==> src/rtl/clt_pkg.sv <==
`timescale 1ns/1ps
package clt_pkg;
  typedef enum logic [1:0] {
    MC_PLAIN = 2'd0,
    MC_GCM   = 2'd1,
    MC_CCM   = 2'd2,
    MC_RSVD  = 2'd3
  } mode_cls_e;

  typedef enum logic [1:0] {
    RG_PAY_LO = 2'd0,
    RG_PAY_HI = 2'd1,
    RG_AAD    = 2'd2,
    RG_MODE   = 2'd3
  } reg_sel_e;
endpackage

==> src/rtl/clt_cfg_regs.sv <==
`timescale 1ns/1ps
module clt_cfg_regs
  import clt_pkg::*;
#(
  parameter int PAY_W = 61,
  parameter int AAD_W = 32,
  parameter int DW    = 32
) (
  input  logic             clk,
  input  logic             rst_n,
  input  logic             we,
  input  logic [1:0]       sel,
  input  logic [DW-1:0]    wdata,
  input  logic [1:0]       rd_sel,
  output logic [DW-1:0]    rd_data,
  output logic             trig,
  output logic [PAY_W-1:0] pay_next,
  output logic [AAD_W-1:0] aad_next,
  output mode_cls_e        mode
);
  localparam int HI_W = PAY_W - DW;

  logic [DW-1:0]   lo_q;
  logic [HI_W-1:0] hi_q;
  logic [AAD_W-1:0] aad_q;
  mode_cls_e       mode_q;

  logic wr_hi, wr_aad;
  assign wr_hi  = we && (sel == RG_PAY_HI);
  assign wr_aad = we && (sel == RG_AAD);

  always_ff @(posedge clk or negedge rst_n) begin
    if (!rst_n) begin
      lo_q   <= '0;
      hi_q   <= '0;
      aad_q  <= '0;
      mode_q <= MC_PLAIN;
    end else if (we) begin
      case (sel)
        RG_PAY_LO: lo_q   <= wdata;
        RG_PAY_HI: hi_q   <= wdata[HI_W-1:0];
        RG_AAD:    aad_q  <= wdata[AAD_W-1:0];
        default:   mode_q <= mode_cls_e'(wdata[1:0]);
      endcase
    end
  end

  // launch register depends on the mode class; reserved tries both
  always_comb begin
    trig = 1'b0;
    case (mode_q)
      MC_PLAIN:       trig = wr_hi;
      MC_GCM, MC_CCM: trig = wr_aad;
      default:        trig = wr_hi || wr_aad;
    endcase
  end

  assign pay_next = wr_hi  ? {wdata[HI_W-1:0], lo_q} : {hi_q, lo_q};
  assign aad_next = wr_aad ? wdata[AAD_W-1:0]        : aad_q;
  assign mode     = mode_q;

  // lengths never read back
  assign rd_data = (rd_sel == RG_MODE) ? {{(DW-2){1'b0}}, mode_q} : '0;
endmodule

==> src/rtl/clt_limit_check.sv <==
`timescale 1ns/1ps
module clt_limit_check
  import clt_pkg::*;
#(
  parameter int          PAY_W       = 61,
  parameter int          AAD_W       = 32,
  parameter logic [63:0] CCM_AAD_MAX = 64'd65280,
  parameter logic [63:0] GCM_PAY_MAX = (64'd1 << 36) - 64'd32
) (
  input  mode_cls_e        mode,
  input  logic [PAY_W-1:0] pay,
  input  logic [AAD_W-1:0] aad,
  output logic             illegal,
  output logic             unbounded
);
  logic both_zero;
  assign both_zero = (pay == '0) && (aad == '0);

  always_comb begin
    illegal   = 1'b0;
    unbounded = 1'b0;
    case (mode)
      MC_PLAIN: unbounded = (pay == '0);
      MC_GCM:   illegal   = both_zero || (64'(pay) > GCM_PAY_MAX);
      MC_CCM:   illegal   = both_zero || (64'(aad) > CCM_AAD_MAX);
      default:  illegal   = 1'b1;
    endcase
  end
endmodule

==> src/rtl/clt_down_counter.sv <==
`timescale 1ns/1ps
module clt_down_counter #(
  parameter int W  = 61,
  parameter int BW = 5
) (
  input  logic          clk,
  input  logic          rst_n,
  input  logic          load,
  input  logic [W-1:0]  load_val,
  input  logic          dec,
  input  logic [BW-1:0] dec_amt,
  output logic [W-1:0]  cnt,
  output logic          zero_nx
);
  logic [W-1:0] amt_w, take;
  assign amt_w = W'(dec_amt);
  assign take  = (amt_w > cnt) ? cnt : amt_w;

  always_ff @(posedge clk or negedge rst_n) begin
    if (!rst_n)    cnt <= '0;
    else if (load) cnt <= load_val;
    else if (dec)  cnt <= cnt - take;
  end

  always_comb begin
    if (load)     zero_nx = (load_val == '0);
    else if (dec) zero_nx = (cnt == take);
    else          zero_nx = (cnt == '0);
  end

  assert_cnt_no_wrap_R5: assert property (@(posedge clk) disable iff (!rst_n)
    (dec && !load) |=> (cnt <= $past(cnt)));
endmodule

==> src/rtl/cipher_len_tracker.sv <==
`timescale 1ns/1ps
module cipher_len_tracker
  import clt_pkg::*;
#(
  parameter int          PAY_W       = 61,
  parameter int          AAD_W       = 32,
  parameter int          DW          = 32,
  parameter int          BLK         = 16,
  parameter logic [63:0] CCM_AAD_MAX = 64'd65280,
  parameter logic [63:0] GCM_PAY_MAX = (64'd1 << 36) - 64'd32,
  parameter int          BW          = $clog2(BLK) + 1
) (
  input  logic             clk,
  input  logic             rst_n,
  input  logic             cfg_we,
  input  logic [1:0]       cfg_sel,
  input  logic [DW-1:0]    cfg_wdata,
  input  logic [1:0]       rd_sel,
  output logic [DW-1:0]    rd_data,
  input  logic             blk_valid,
  output logic             blk_ready,
  input  logic [BW-1:0]    blk_bytes,
  input  logic             blk_is_aad,
  output logic             start_pulse,
  output logic [PAY_W-1:0] pay_remain,
  output logic [AAD_W-1:0] aad_remain,
  output logic             last_blk,
  output logic [BW-1:0]    blk_vbytes,
  output logic             job_done,
  output logic             cfg_illegal
);
  localparam logic [BW-1:0]    BLK_B = BW'(BLK);
  localparam logic [PAY_W-1:0] BLK_P = PAY_W'(BLK);

  logic             trig, chk_illegal, chk_unb, go, fire;
  logic [PAY_W-1:0] pay_next;
  logic [AAD_W-1:0] aad_next, aad_load;
  mode_cls_e        mode;
  logic             pay_zero_nx, aad_zero_nx;
  logic             active_q, done_q, start_q, illegal_q, unb_q;
  logic [BW-1:0]    take_amt;
  logic [PAY_W-1:0] rem;
  logic             endless_phase;

  clt_cfg_regs #(.PAY_W(PAY_W), .AAD_W(AAD_W), .DW(DW)) u_regs (
    .clk(clk), .rst_n(rst_n), .we(cfg_we), .sel(cfg_sel), .wdata(cfg_wdata),
    .rd_sel(rd_sel), .rd_data(rd_data), .trig(trig),
    .pay_next(pay_next), .aad_next(aad_next), .mode(mode)
  );

  assign aad_load = (mode == MC_PLAIN) ? '0 : aad_next;

  clt_limit_check #(.PAY_W(PAY_W), .AAD_W(AAD_W),
                    .CCM_AAD_MAX(CCM_AAD_MAX), .GCM_PAY_MAX(GCM_PAY_MAX)) u_chk (
    .mode(mode), .pay(pay_next), .aad(aad_load),
    .illegal(chk_illegal), .unbounded(chk_unb)
  );

  assign go       = trig && !chk_illegal;
  assign fire     = blk_valid && active_q;
  assign take_amt = (blk_bytes > BLK_B) ? BLK_B : blk_bytes;

  clt_down_counter #(.W(PAY_W), .BW(BW)) u_pay_cnt (
    .clk(clk), .rst_n(rst_n), .load(go), .load_val(pay_next),
    .dec(fire && !blk_is_aad && !unb_q), .dec_amt(take_amt),
    .cnt(pay_remain), .zero_nx(pay_zero_nx)
  );

  clt_down_counter #(.W(AAD_W), .BW(BW)) u_aad_cnt (
    .clk(clk), .rst_n(rst_n), .load(go), .load_val(aad_load),
    .dec(fire && blk_is_aad), .dec_amt(take_amt),
    .cnt(aad_remain), .zero_nx(aad_zero_nx)
  );

  always_ff @(posedge clk or negedge rst_n) begin
    if (!rst_n) begin
      active_q  <= 1'b0;
      done_q    <= 1'b0;
      start_q   <= 1'b0;
      illegal_q <= 1'b0;
      unb_q     <= 1'b0;
    end else begin
      start_q <= go;
      if (trig) illegal_q <= chk_illegal;
      if (go) begin
        active_q <= 1'b1;
        done_q   <= 1'b0;
        unb_q    <= chk_unb;
      end else if (active_q && !unb_q && pay_zero_nx && aad_zero_nx) begin
        active_q <= 1'b0;
        done_q   <= 1'b1;
      end
    end
  end

  assign endless_phase = unb_q && !blk_is_aad;
  assign rem = blk_is_aad ? PAY_W'(aad_remain) : pay_remain;

  always_comb begin
    if (!active_q)          blk_vbytes = '0;
    else if (endless_phase) blk_vbytes = BLK_B;
    else if (rem >= BLK_P)  blk_vbytes = BLK_B;
    else                    blk_vbytes = rem[BW-1:0];
  end

  assign last_blk    = active_q && !endless_phase && (rem != '0) && (rem <= BLK_P);
  assign blk_ready   = active_q;
  assign job_done    = done_q;
  assign start_pulse = start_q;
  assign cfg_illegal = illegal_q;

  assert_start_legal_R9: assert property (@(posedge clk) disable iff (!rst_n)
    start_pulse |-> (!cfg_illegal && blk_ready));
  assert_done_idle_R6: assert property (@(posedge clk) disable iff (!rst_n)
    job_done |-> !blk_ready);
  assert_endless_stays_R4: assert property (@(posedge clk) disable iff (!rst_n)
    (blk_valid && blk_ready && unb_q && !blk_is_aad) |=> (blk_ready && !job_done));
  assert_vbytes_cap_R8: assert property (@(posedge clk) disable iff (!rst_n)
    blk_ready |-> (blk_vbytes <= BLK_B));
  assert_refused_keeps_R9: assert property (@(posedge clk) disable iff (!rst_n)
    (trig && chk_illegal && !blk_valid) |=> ($stable(pay_remain) && $stable(aad_remain)));
endmodule

==> config.mk <==
export PLATFORM = sky130hd
export DESIGN_NAME = cipher_len_tracker
export DESIGN_NICKNAME = d
export VERILOG_FILES = /design/src/rtl/clt_pkg.sv /design/src/rtl/clt_cfg_regs.sv /design/src/rtl/clt_limit_check.sv /design/src/rtl/clt_down_counter.sv /design/src/rtl/cipher_len_tracker.sv
export SDC_FILE = /design/constraint.sdc
export NUM_CORES = 1
export LEC_CHECK = 0
export ABC_AREA = 1
export BUFFER_PORTS_ARGS = -buffer_cell sky130_fd_sc_hd__buf_4
export CAP_MARGIN = 10
export CORE_MARGIN = 8
export CORE_UTILIZATION = 30
export DETAILED_ROUTE_END_ITERATION = 10
export PLACE_DENSITY = 0.52
export SETUP_SLACK_MARGIN = 0.15
export SYNTH_ARGS = -nofsm -noshare
export SYNTH_HDL_FRONTEND = slang
export SYNTH_SLANG_ARGS = --single-unit
==> constraint.sdc <==
create_clock -name clk -period 9.15 [get_ports clk]
set_input_delay 1.83 -clock clk [delete_from_list [all_inputs] [get_ports clk]]
set_output_delay 1.83 -clock clk [all_outputs]
set_load 0.02 [all_outputs]
**Word-level counts from Yosys, hierarchy flattened**

Index checks and enable logic that the tools add are counted.
Widths: inputs -> output; s select.

- Register bits after elaboration: 193
- Bits of input ports: 46
- Output and inout port bits: 135

- Add/subtract/negate cells: 2
- Magnitude comparators: 7
- Equal/unequal tests: 7
- Muxes and demuxes: 26
- Bitwise operators: 1
- Reduce and logical (&&, ||, !) cells: 38

Operators with widths:

| cell | number |
|---|---|
| $mux 61 | 5 |
| $mux 32 | 5 |
| $logic_not 61->1 | 2 |
| $logic_not 32->1 | 2 |
| $eq 61x61->1 | 1 |
| $ge 61x5->1 const B | 1 |
| $gt 5x61->1 | 1 |
| $gt 61x36->1 const B | 1 |
| $le 61x5->1 const B | 1 |
| $reduce_bool 61->1 | 1 |
| $sub 61x61->61 | 1 |
| $eq 32x32->1 | 1 |
| $gt 32x16->1 const B | 1 |
| $gt 5x32->1 | 1 |
| $sub 32x32->32 | 1 |
| $mux 5 | 4 |
| $logic_and 1x1->1 | 15 |
| $mux 1 | 9 |
| $reduce_and 2->1 | 4 |
| $eq 2x2->1 const B | 3 |
| $reduce_bool 2->1 | 3 |
| $gt 5x5->1 const B | 1 |
| $eq 2x1->1 const B | 2 |
| $logic_not 1->1 | 4 |
| other kinds (8) | 11 |

**Longest topological paths before layout**

Gate-level depths: netlist of the first run.

- Depth in word-level cells: 15
- Depth in mapped cells: 30

**Modules after synthesis**

Synthesis of the first run repeated with hierarchy kept, for this count alone.

- Cell total of the unflattened synthesis: 2209
- Area total of the unflattened synthesis: 14273.7 um2

Modules (own cells, without submodules):

| module | times used | cells each | area an instance (um2) | seq. area each (um2) |
|---|---|---|---|---|
| clt_down_counter (u_pay_cnt) | 1 | 864 | 5357.6 | 1526.5 |
| clt_cfg_regs | 1 | 388 | 3774.9 | 2377.3 |
| clt_down_counter (u_aad_cnt) | 1 | 480 | 3119.2 | 800.8 |
| cipher_len_tracker | 1 | 314 | 1355.0 | 125.1 |
| clt_limit_check | 1 | 163 | 666.9 | 0.0 |

**Least setup slack after synthesis of the first run**

No wires, ideal clock.

- Kind: input to register
- Start: input blk_bytes[3]
- End: register u_pay_cnt.cnt[53]
- Library setup time: 0.087 ns
- Arrival: 5.394 ns
- Data required time: 9.063 ns
- Slack: 3.669 ns
- Stages: 27
- Buffers on the path: 0
- Cell sequence: inv_1 -> nand4_1 -> nand2_1 -> nand2_1 -> ha_1 -> nand2_1 -> nor3_1 -> nand2_1 -> o211ai_1 -> nand2_1 -> o22ai_1 -> inv_1 -> ha_1 -> a21oi_1 -> nand2_1 -> nand3_1 -> nand2_1 -> nor2_1 -> nand2_1 -> nor2_1 -> nand3_1 -> nor2_1 -> nand2_1 -> nor2_1 -> nand2_1 -> xor2_1 -> o211ai_1

- Longest elaborated chain between the ends: 7

Ends and longest elaborated chain:

| element | RTL line | text |
|---|---|---|
| start: declaration | cipher_len_tracker.sv:22 | `input logic [BW-1:0] blk_bytes,` |
| $gt 5x5->1 | cipher_len_tracker.sv:61 | `assign take_amt = (blk_bytes > BLK_B) ? BLK_B : blk_bytes;` |
| $mux 5 * | cipher_len_tracker.sv:61 |  |
| $gt 5x61->1 | clt_down_counter.sv:17 | `assign take = (amt_w > cnt) ? cnt : amt_w;` |
| $mux 61 * | clt_down_counter.sv:17 |  |
| $sub 61x61->61 * | clt_down_counter.sv:22 | `else if (dec) cnt <= cnt - take;` |
| $mux 61 * | clt_down_counter.sv:22 |  |
| $mux 61 * | clt_down_counter.sv:21 | `else if (load) cnt <= load_val;` |
| end signal: assignment | clt_down_counter.sv:21 |  |
| end signal: assignment | clt_down_counter.sv:22 |  |
| end: declaration | clt_down_counter.sv:12 | `output logic [W-1:0] cnt,` |

Every way passes the cells marked *; elsewhere a longest branch is shown, timed or not. The select of a mux whose other input is x is not followed.
A chain may end at the register's enable or synchronous reset.

**Worst setup path in the final report of the first run**

- Start: input cfg_sel[1]
- End: register u_pay_cnt.cnt[34]

- Longest elaborated chain between the ends: 11

Ends and longest elaborated chain:

| element | RTL line | text |
|---|---|---|
| start: declaration | cipher_len_tracker.sv:16 | `input logic [1:0] cfg_sel,` |
| branches (longest 11 deep; another with $gt 61x36->1) | n/a |  |

Several ways; the timed one is not identified.

==> results of run 1 <==
-- critical path: cells and delay by family --
family          cells  cell delay [ps]
compound gates      3             1040
buf+inv             4             1580
simple gates       10             2080
-- routing by layer --
layer	wire length, µm	vias to the layer above	global-route usage (%)	part of all wire, %
met2	21040	335	29.54	47
li1	-	5748	-	-
met3	2161	47	2.685	4.8
met4	767	0	4.893	1.7
met5	0	-	0	0
met1	21230	5781	26.34	47
-- worst paths after layout --
check	from	end	slack, ps
worst max-delay path	cfg_sel[1]	u_pay_cnt.cnt[34]	2890
worst min-delay path	u_regs.aad_q[2]	u_regs.aad_q[2]	480
worst max register to register	u_pay_cnt.cnt[35]	u_pay_cnt.cnt[53]	3620
worst min register to register	u_regs.aad_q[2]	u_regs.aad_q[2]	480
max in group asynchronous	rst_n	u_pay_cnt.cnt[2]	5660
min in group asynchronous	rst_n	u_regs.hi_q[21]	1400
-- power by group --
| part | switching [mW] | internal [mW] |
|---|---|---|
| logic | 1.35 | 0.778 |
| registers | 0.397 | 1.11 |
| clock network | 0.389 | 0.412 |
| total | 2.13 | 2.30 |
-- metrics by stage --
stage | instance area [µm²] | util [%] | hold WS [ps]
after floorplan | 12450 | - | 444.5
after global placement | 13820 | 33.93 | 463.9
after detailed placement | 13820 | 33.93 | 465.7
after CTS | 14420 | 35.39 | 485.9
after global routing | 14420 | 35.39 | 507.3
final | 14420 | 35.39 | 480.8
-- state kept, by name, summed over array words and instances (netlist names) --
signal,cells
u_aad_cnt.cnt,32
u_regs.mode,2
unb_q,1
job_done,1
u_regs.hi_q,29
u_pay_cnt.cnt,61
blk_ready,1
start_pulse,1
u_regs.aad_q,32
cfg_illegal,1
u_regs.lo_q,32
-- cell usage in the layout (no fill, tap or decap), types with 3 or more instances in the layout --
cell / Yosys / final
o21ai_1: 3 / 3
and2_1: 7 / 7
o22ai_1: 4 / 4
nor3_1: 33 / 33
clkbuf_16: 0 / 17
clkinvlp_4: 0 / 3
nand2_1: 509 / 509
o221ai_1: 41 / 41
xnor2_1: 25 / 25
xor2_1: 56 / 56
inv_6: 0 / 5
conb_1: 1 / 30
nor2_1: 204 / 204
ha_1: 21 / 21
dfrtp_1: 193 / 193
o21ai_0: 93 / 93
a21oi_1: 20 / 20
buf_4: 32 / 158
inv_1: 259 / 259
nor4_1: 16 / 16
nand3_1: 85 / 84
nand4_1: 20 / 20
nand3_2: 2 / 3
o211ai_1: 45 / 45
-- area by class of cell --
type,count,area [µm²],area share (%)
Inverter,262,983.4,6.821
Clock buffer,17,425.4,2.950
Timing Repair Buffer,159,1200,8.322
Sequential cell,193,4830,33.50
Tap cell,532,665.6,4.616
Multi-Input combinational cell,1235,6143,42.61
Clock inverter,15,171.4,1.189
-- cell families (layout without fill, tap and decap cells) --
kind of cell	after synthesis	count (layout)	synth area share (%)
muxes	2	2	0.1825
AOI/OAI and AO/OA	214	214	11.10
and+or+nand+nor	885	885	29.34
buffers and inverters	347	453	12.00
xor gates and xnor gates	81	81	5.749
other	1	30	0.03039
DFF	193	193	39.14
adders and majority gates	23	23	2.454
==> impl_metrics.ini, run 1 <==
[clock_network]
cts_buffers = 17
cts_sinks = 193
postCtsSetupRepairBufs = 0
ctsLongestPathBuffers = 2
ctsHoldBuffers = 0
clk_pin_slew_ps = 80
root_buffer = clkbuf_16
htree_levels = 4
cts_resized = 0
cts_tree = done
worstSkewPairLatency_ps = 460

[place]
dp_slack_ps = 2483
gp_congestion = 0.9007
post-dp-hpwl_um = 34750
numPortBuffers = 150
place_inst = 2381

[drt]
routed_wl_um = 45200
antenna_left = 0
drtIter0Drc = 1065
avgViaCountPerCell = 4.936
wire_per_inst_um = 18.73
dr_total_vias = 11910
drtPass1Iterations = 5
drc = 0

[worst_setup_path]
critical_path_class = in2reg
start_kind = input pin
critPathMaxFanout = 55
end_kind = flip-flop
slowest_stage = o21ai_1
arrival_ps = 6620
critical_path.max_stage_delay_ps = 820
cp_cell_sequence = buf_4, inv_1, nand3_1, o21ai_1, nand2_1, nor2_1, nand2_1, nor2_1, nand3_1, nor2_1, o21bai_2, nand3_2, buf_4, nand2_2, inv_2, nand2_1, o221ai_1
required_ps = 9510
r2r_cells = 27

[sta]
setup_viol = 0
final_max_slew_viol_count = 0
finalCritPeriodShare_pct = 68.39
finalHoldViolations = 0
worstMarginPinSlew_ps = 1115
worst_slack_ps = 2892
clock.fmax_ghz = 0.1598
maxSlewHeadroom_pct = 25.60
period_minus_slack_ps = 6258
finClkSkew_ps = 15.43
rsz0062_at_grt = false
finalSetupTns_ps = 0

[cells_and_area]
nNetsFinal = 1937
instances_no_fill = 2413
drive_gt1_share_pct = 10.85
syn_to_final_growth_pct = 16.84
fillers = 4404
n_antenna_cell = 0

[synth]
synth_top_area_share_pct = 39.14
syn_inst = 1746
synth_top_cells_by_area = dfrtp_1 (39%), nand2_1 (15%), inv_1 (7.9%), nor2_1 (6.2%), xor2_1 (4.0%)
synth-edff-count = 0
synth_most_common_cell = nand2_1
synth_largest_area_cell = dfrtp_1
synth_warnings = 0
ys.flop_type = dfrtp_1
syn_avg_cell_area_um2 = 7.068
async_flop_share_pct = 100.0
synth_cell_types = 41
ys_seq_area_share_pct = 39.14
yosys-top-cells-count = nand2_1 (509), inv_1 (259), nor2_1 (204), dfrtp_1 (193), o21ai_0 (93)
synth_area_um2 = 12340
ys_ff_latch = 193

[global_route]
grt_pass1_vias = 11550
grt_pass1_wl_um = 69570
gr-total-overflow = 0
antenna_found_initial = 0
grt_max_degree = 74
grt_use_total_pct = 18.65

[floorplanning]
die_area_um2 = 47880
num_rows = 74
core_um2 = 40740
die_width_um = 218.8
io_pins = 181
die_h_um = 218.8
initial_utilization_pct = 30.29

[power]
total_power_mw = 4.432
power_density_nw_per_um2 = 307.4
peakVddDrop_mv = 0.1525
leakagePower_nw = 7.199

[flow_run]
maxCapViolations = 0

[min_path]
hold_path_depth = 2
hp-class = reg2reg

[status]
outcome = completed
Note: power is estimated with default switching activity, not from simulation.
==> run 2, diff against run 1 <==
--- a/config.mk
+++ b/config.mk
@@ -5,13 +5,13 @@
 export SDC_FILE = /design/constraint.sdc
 export NUM_CORES = 1
 export LEC_CHECK = 0
-export ABC_AREA = 1
+export ABC_AREA = 0
 export BUFFER_PORTS_ARGS = -buffer_cell sky130_fd_sc_hd__buf_4
 export CAP_MARGIN = 10
 export CORE_MARGIN = 8
 export CORE_UTILIZATION = 30
 export DETAILED_ROUTE_END_ITERATION = 10
-export PLACE_DENSITY = 0.52
+export PLACE_DENSITY = 0.53
 export SETUP_SLACK_MARGIN = 0.15
 export SYNTH_ARGS = -nofsm -noshare
 export SYNTH_HDL_FRONTEND = slang
==> constraint.sdc (replaced) <==
create_clock -name clk -period 6.2 [get_ports clk]
set_input_delay 1.24 -clock clk [delete_from_list [all_inputs] [get_ports clk]]
set_output_delay 1.24 -clock clk [all_outputs]
set_load 0.02 [all_outputs]
==> run 2 against run 1 <==
Against the previous run: sequential power up 47%; combinational power rose by 9%; register-to-register slack got worse by 2800 ps; first-iteration DRC count shrank 28%; synthesized cell count down 34%; critical path type is now reg2reg; critical endpoint is now u_aad_cnt.cnt[29]; largest cell class unchanged; highest routed layer unchanged.
==> impl_metrics.ini, run 2 <==
[sta]
final_max_slew_viol_count = 0
finClkSkew_ps = 12.11
hold-worst-slack_ps = 501.0
clock.fmax_ghz = 0.1856
finalSetupTns_ps = 0
finalHoldViolations = 0
finalCritPeriodShare_pct = 86.90
maxSlewHeadroom_pct = 36.72
worstMarginPinSlew_ps = 945.0
period_minus_slack_ps = 5388
rsz0062_at_grt = false
worst_slack_ps = 811.9
setup_viol = 0

[drt]
drtPass1Iterations = 5
drtIter0Drc = 771
avgViaCountPerCell = 5.161
wire_per_inst_um = 20.55
drc = 0
antenna_left = 0
dr_total_vias = 9124
routed_wl_um = 36330

[min_path]
hp-class = reg2reg

[cells_and_area]
drive_gt1_share_pct = 20.28
nNetsFinal = 1363
multi_input_area_um2 = 5460
final_cell_mix = nand2_1 (197), dfrtp_1 (193), buf_4 (166)
final_common_cell = nand2_1
syn_to_final_growth_pct = 20.41
largest_register = u_pay_cnt.cnt
fillers = 3647
seq_area_um2 = 4830
n_antenna_cell = 0
largest_reg_flops = 61

[global_route]
grt_pass1_wl_um = 55970
grt_use_total_pct = 17.21
grt_pass1_vias = 9143
gr-total-overflow = 0
antenna_found_initial = 0
grt_max_degree = 105

[clock_network]
ctsHoldBuffers = 0
postCtsSetupRepairBufs = 0
worstSkewPairLatency_ps = 440
cts_buffers = 17
cts_tree = done
htree_levels = 4
root_buffer = clkbuf_16
cts_sinks = 193
clk_pin_slew_ps = 80
cts_resized = 0
ctsLongestPathBuffers = 2

[synth]
synth_largest_area_cell = dfrtp_1
yosys-top-cells-count = nand2_1 (197), dfrtp_1 (193), nor2_1 (108), a21oi_1 (69), nor4_1 (55)
async_flop_share_pct = 100.0
synth_cell_types = 60
synth_most_common_cell = nand2_1
ys_ff_latch = 193
synth_top_area_share_pct = 45.05
synth_top_cells_by_area = dfrtp_1 (45%), nand2_1 (6.9%), xnor2_1 (4.0%), mux2_2 (3.8%), nor2_1 (3.8%)
synth_warnings = 0
ys.flop_type = dfrtp_1
synth_area_um2 = 10720
syn_inst = 1154
syn_avg_cell_area_um2 = 9.291
ys_seq_area_share_pct = 45.05
synth-edff-count = 0

[floorplanning]
die_width_um = 205.0
core_um2 = 35400
num_rows = 69
die_area_um2 = 42040
io_pins = 181
die_h_um = 205.0
initial_utilization_pct = 30.29

[worst_setup_path]
start_kind = flip-flop
r2r_slack_ps = 810
end_kind = flip-flop
required_ps = 6540
critPathMaxFanout = 11
arrival_ps = 5730
critical_path_class = reg2reg

[power]
p_int_mw = 3.327
switching_share_pct = 42.14
power.share.clock_pct = 20.9
peakVddDrop_mv = 0.1950
power_density_nw_per_um2 = 445.5
leakagePower_nw = 5.705
combPwrFrac_pct = 40.4
p_switching_mw = 2.424
pwr-share-seq_pct = 38.7

[place]
numPortBuffers = 150
post-dp-hpwl_um = 27470
dp_slack_ps = 587.2
gp_congestion = 0.8649

[flow_run]
maxCapViolations = 0

[status]
outcome = completed
run 2: cell types whose count changed in the layout (fill, tap and decap cells not counted), moves of 34 or more:
cell | previous run | this run
nand2_1 | 509 | 197
inv_1 | 259 | 31
nand3_1 | 84 | 23
o211ai_1 | 45 | 6
a21oi_1 | 20 | 69
nor4_1 | 16 | 55
mux2_2 | 2 | 36
o221ai_1 | 41 | 0
nor2_1 | 204 | 108
o21ai_0 | 93 | 13
run 2: worst max-delay path, stage by stage (launching register included):
cell      delay [ps]
dfrtp_1          450
or4_4            580
or4_4            440
or4_4            560
nor2_4           160
nand3_1          160
nor2_4           230
mux2i_1          330
ha_1             300
nor2b_1          130
o21ai_0          200
a21boi_0         170
o21ai_0          370
nand3_1          450
nor4_1           410
xor2_1           110
a32o_1           220
run 2: metal layers:
metal | part of all wire [%] | global-route usage, %
met1 | 47 | 24.30
met2 | 47 | 27.09
met3 | 5.4 | 3.305
met4 | 1.3 | 3.421
met5 | 0 | 0
run 2: cells by family (layout without fill, tap and decap cells):
kind of cell / count (synthesis) / count (layout) / share of synthesized area [%]
buffers and inverters: 109 / 233 / 5.088
AND/OR/NAND/NOR: 535 / 535 / 24.92
AO/OA/AOI/OAI: 144 / 144 / 8.764
other: 1 / 30 / 0.03498
adder cells (fa/ha/maj): 24 / 24 / 2.917
flip-flops: 193 / 193 / 45.05
multiplexers: 62 / 62 / 6.208
XOR/XNOR: 86 / 86 / 7.025
run 2: per-stage QoR:
stage | instance area, µm² | instances | utilization, % | power (mW)
after floorplan | 10830 | 1183 | - | 3.564
after global placement | 12290 | 1736 | 34.71 | 4.573
after detailed placement | 12290 | 1736 | 34.71 | 4.591
after CTS | 12910 | 1768 | 36.47 | 5.810
after global routing | 12910 | 1768 | 36.47 | 6.123
final | 12910 | 1768 | 36.47 | 5.751
run 2: path summary, 6_finish.rpt:
kind | endpoint | depth (start not counted) | start
min in group asynchronous | u_pay_cnt.cnt[54] | 1 | rst_n
worst max register to register | u_aad_cnt.cnt[29] | 16 | u_aad_cnt.cnt[22]
worst max-delay path | u_aad_cnt.cnt[29] | 16 | u_aad_cnt.cnt[22]
max in group asynchronous | u_aad_cnt.cnt[12] | 2 | rst_n
worst min register to register | cfg_illegal | 2 | cfg_illegal
worst min-delay path | cfg_illegal | 2 | cfg_illegal
run 2: power groups by stage:
stage	combinational, mW	sequential, mW	clock (mW)
floorplan	1.14	2.43	0
global placement	2.34	2.24	0
detailed placement	2.35	2.24	0
CTS	2.36	2.22	1.23
global route	2.55	2.30	1.28
finish	2.32	2.22	1.20
run 2: final cells by class:
class | instances | area share [%]
Timing Repair Buffer | 169 | 10.07
Clock inverter | 15 | 1.531
Clock buffer | 17 | 3.295
Inverter | 32 | 0.9304
Tap cell | 461 | 4.468
Multi-Input combinational cell | 881 | 42.29
Sequential cell | 193 | 37.41
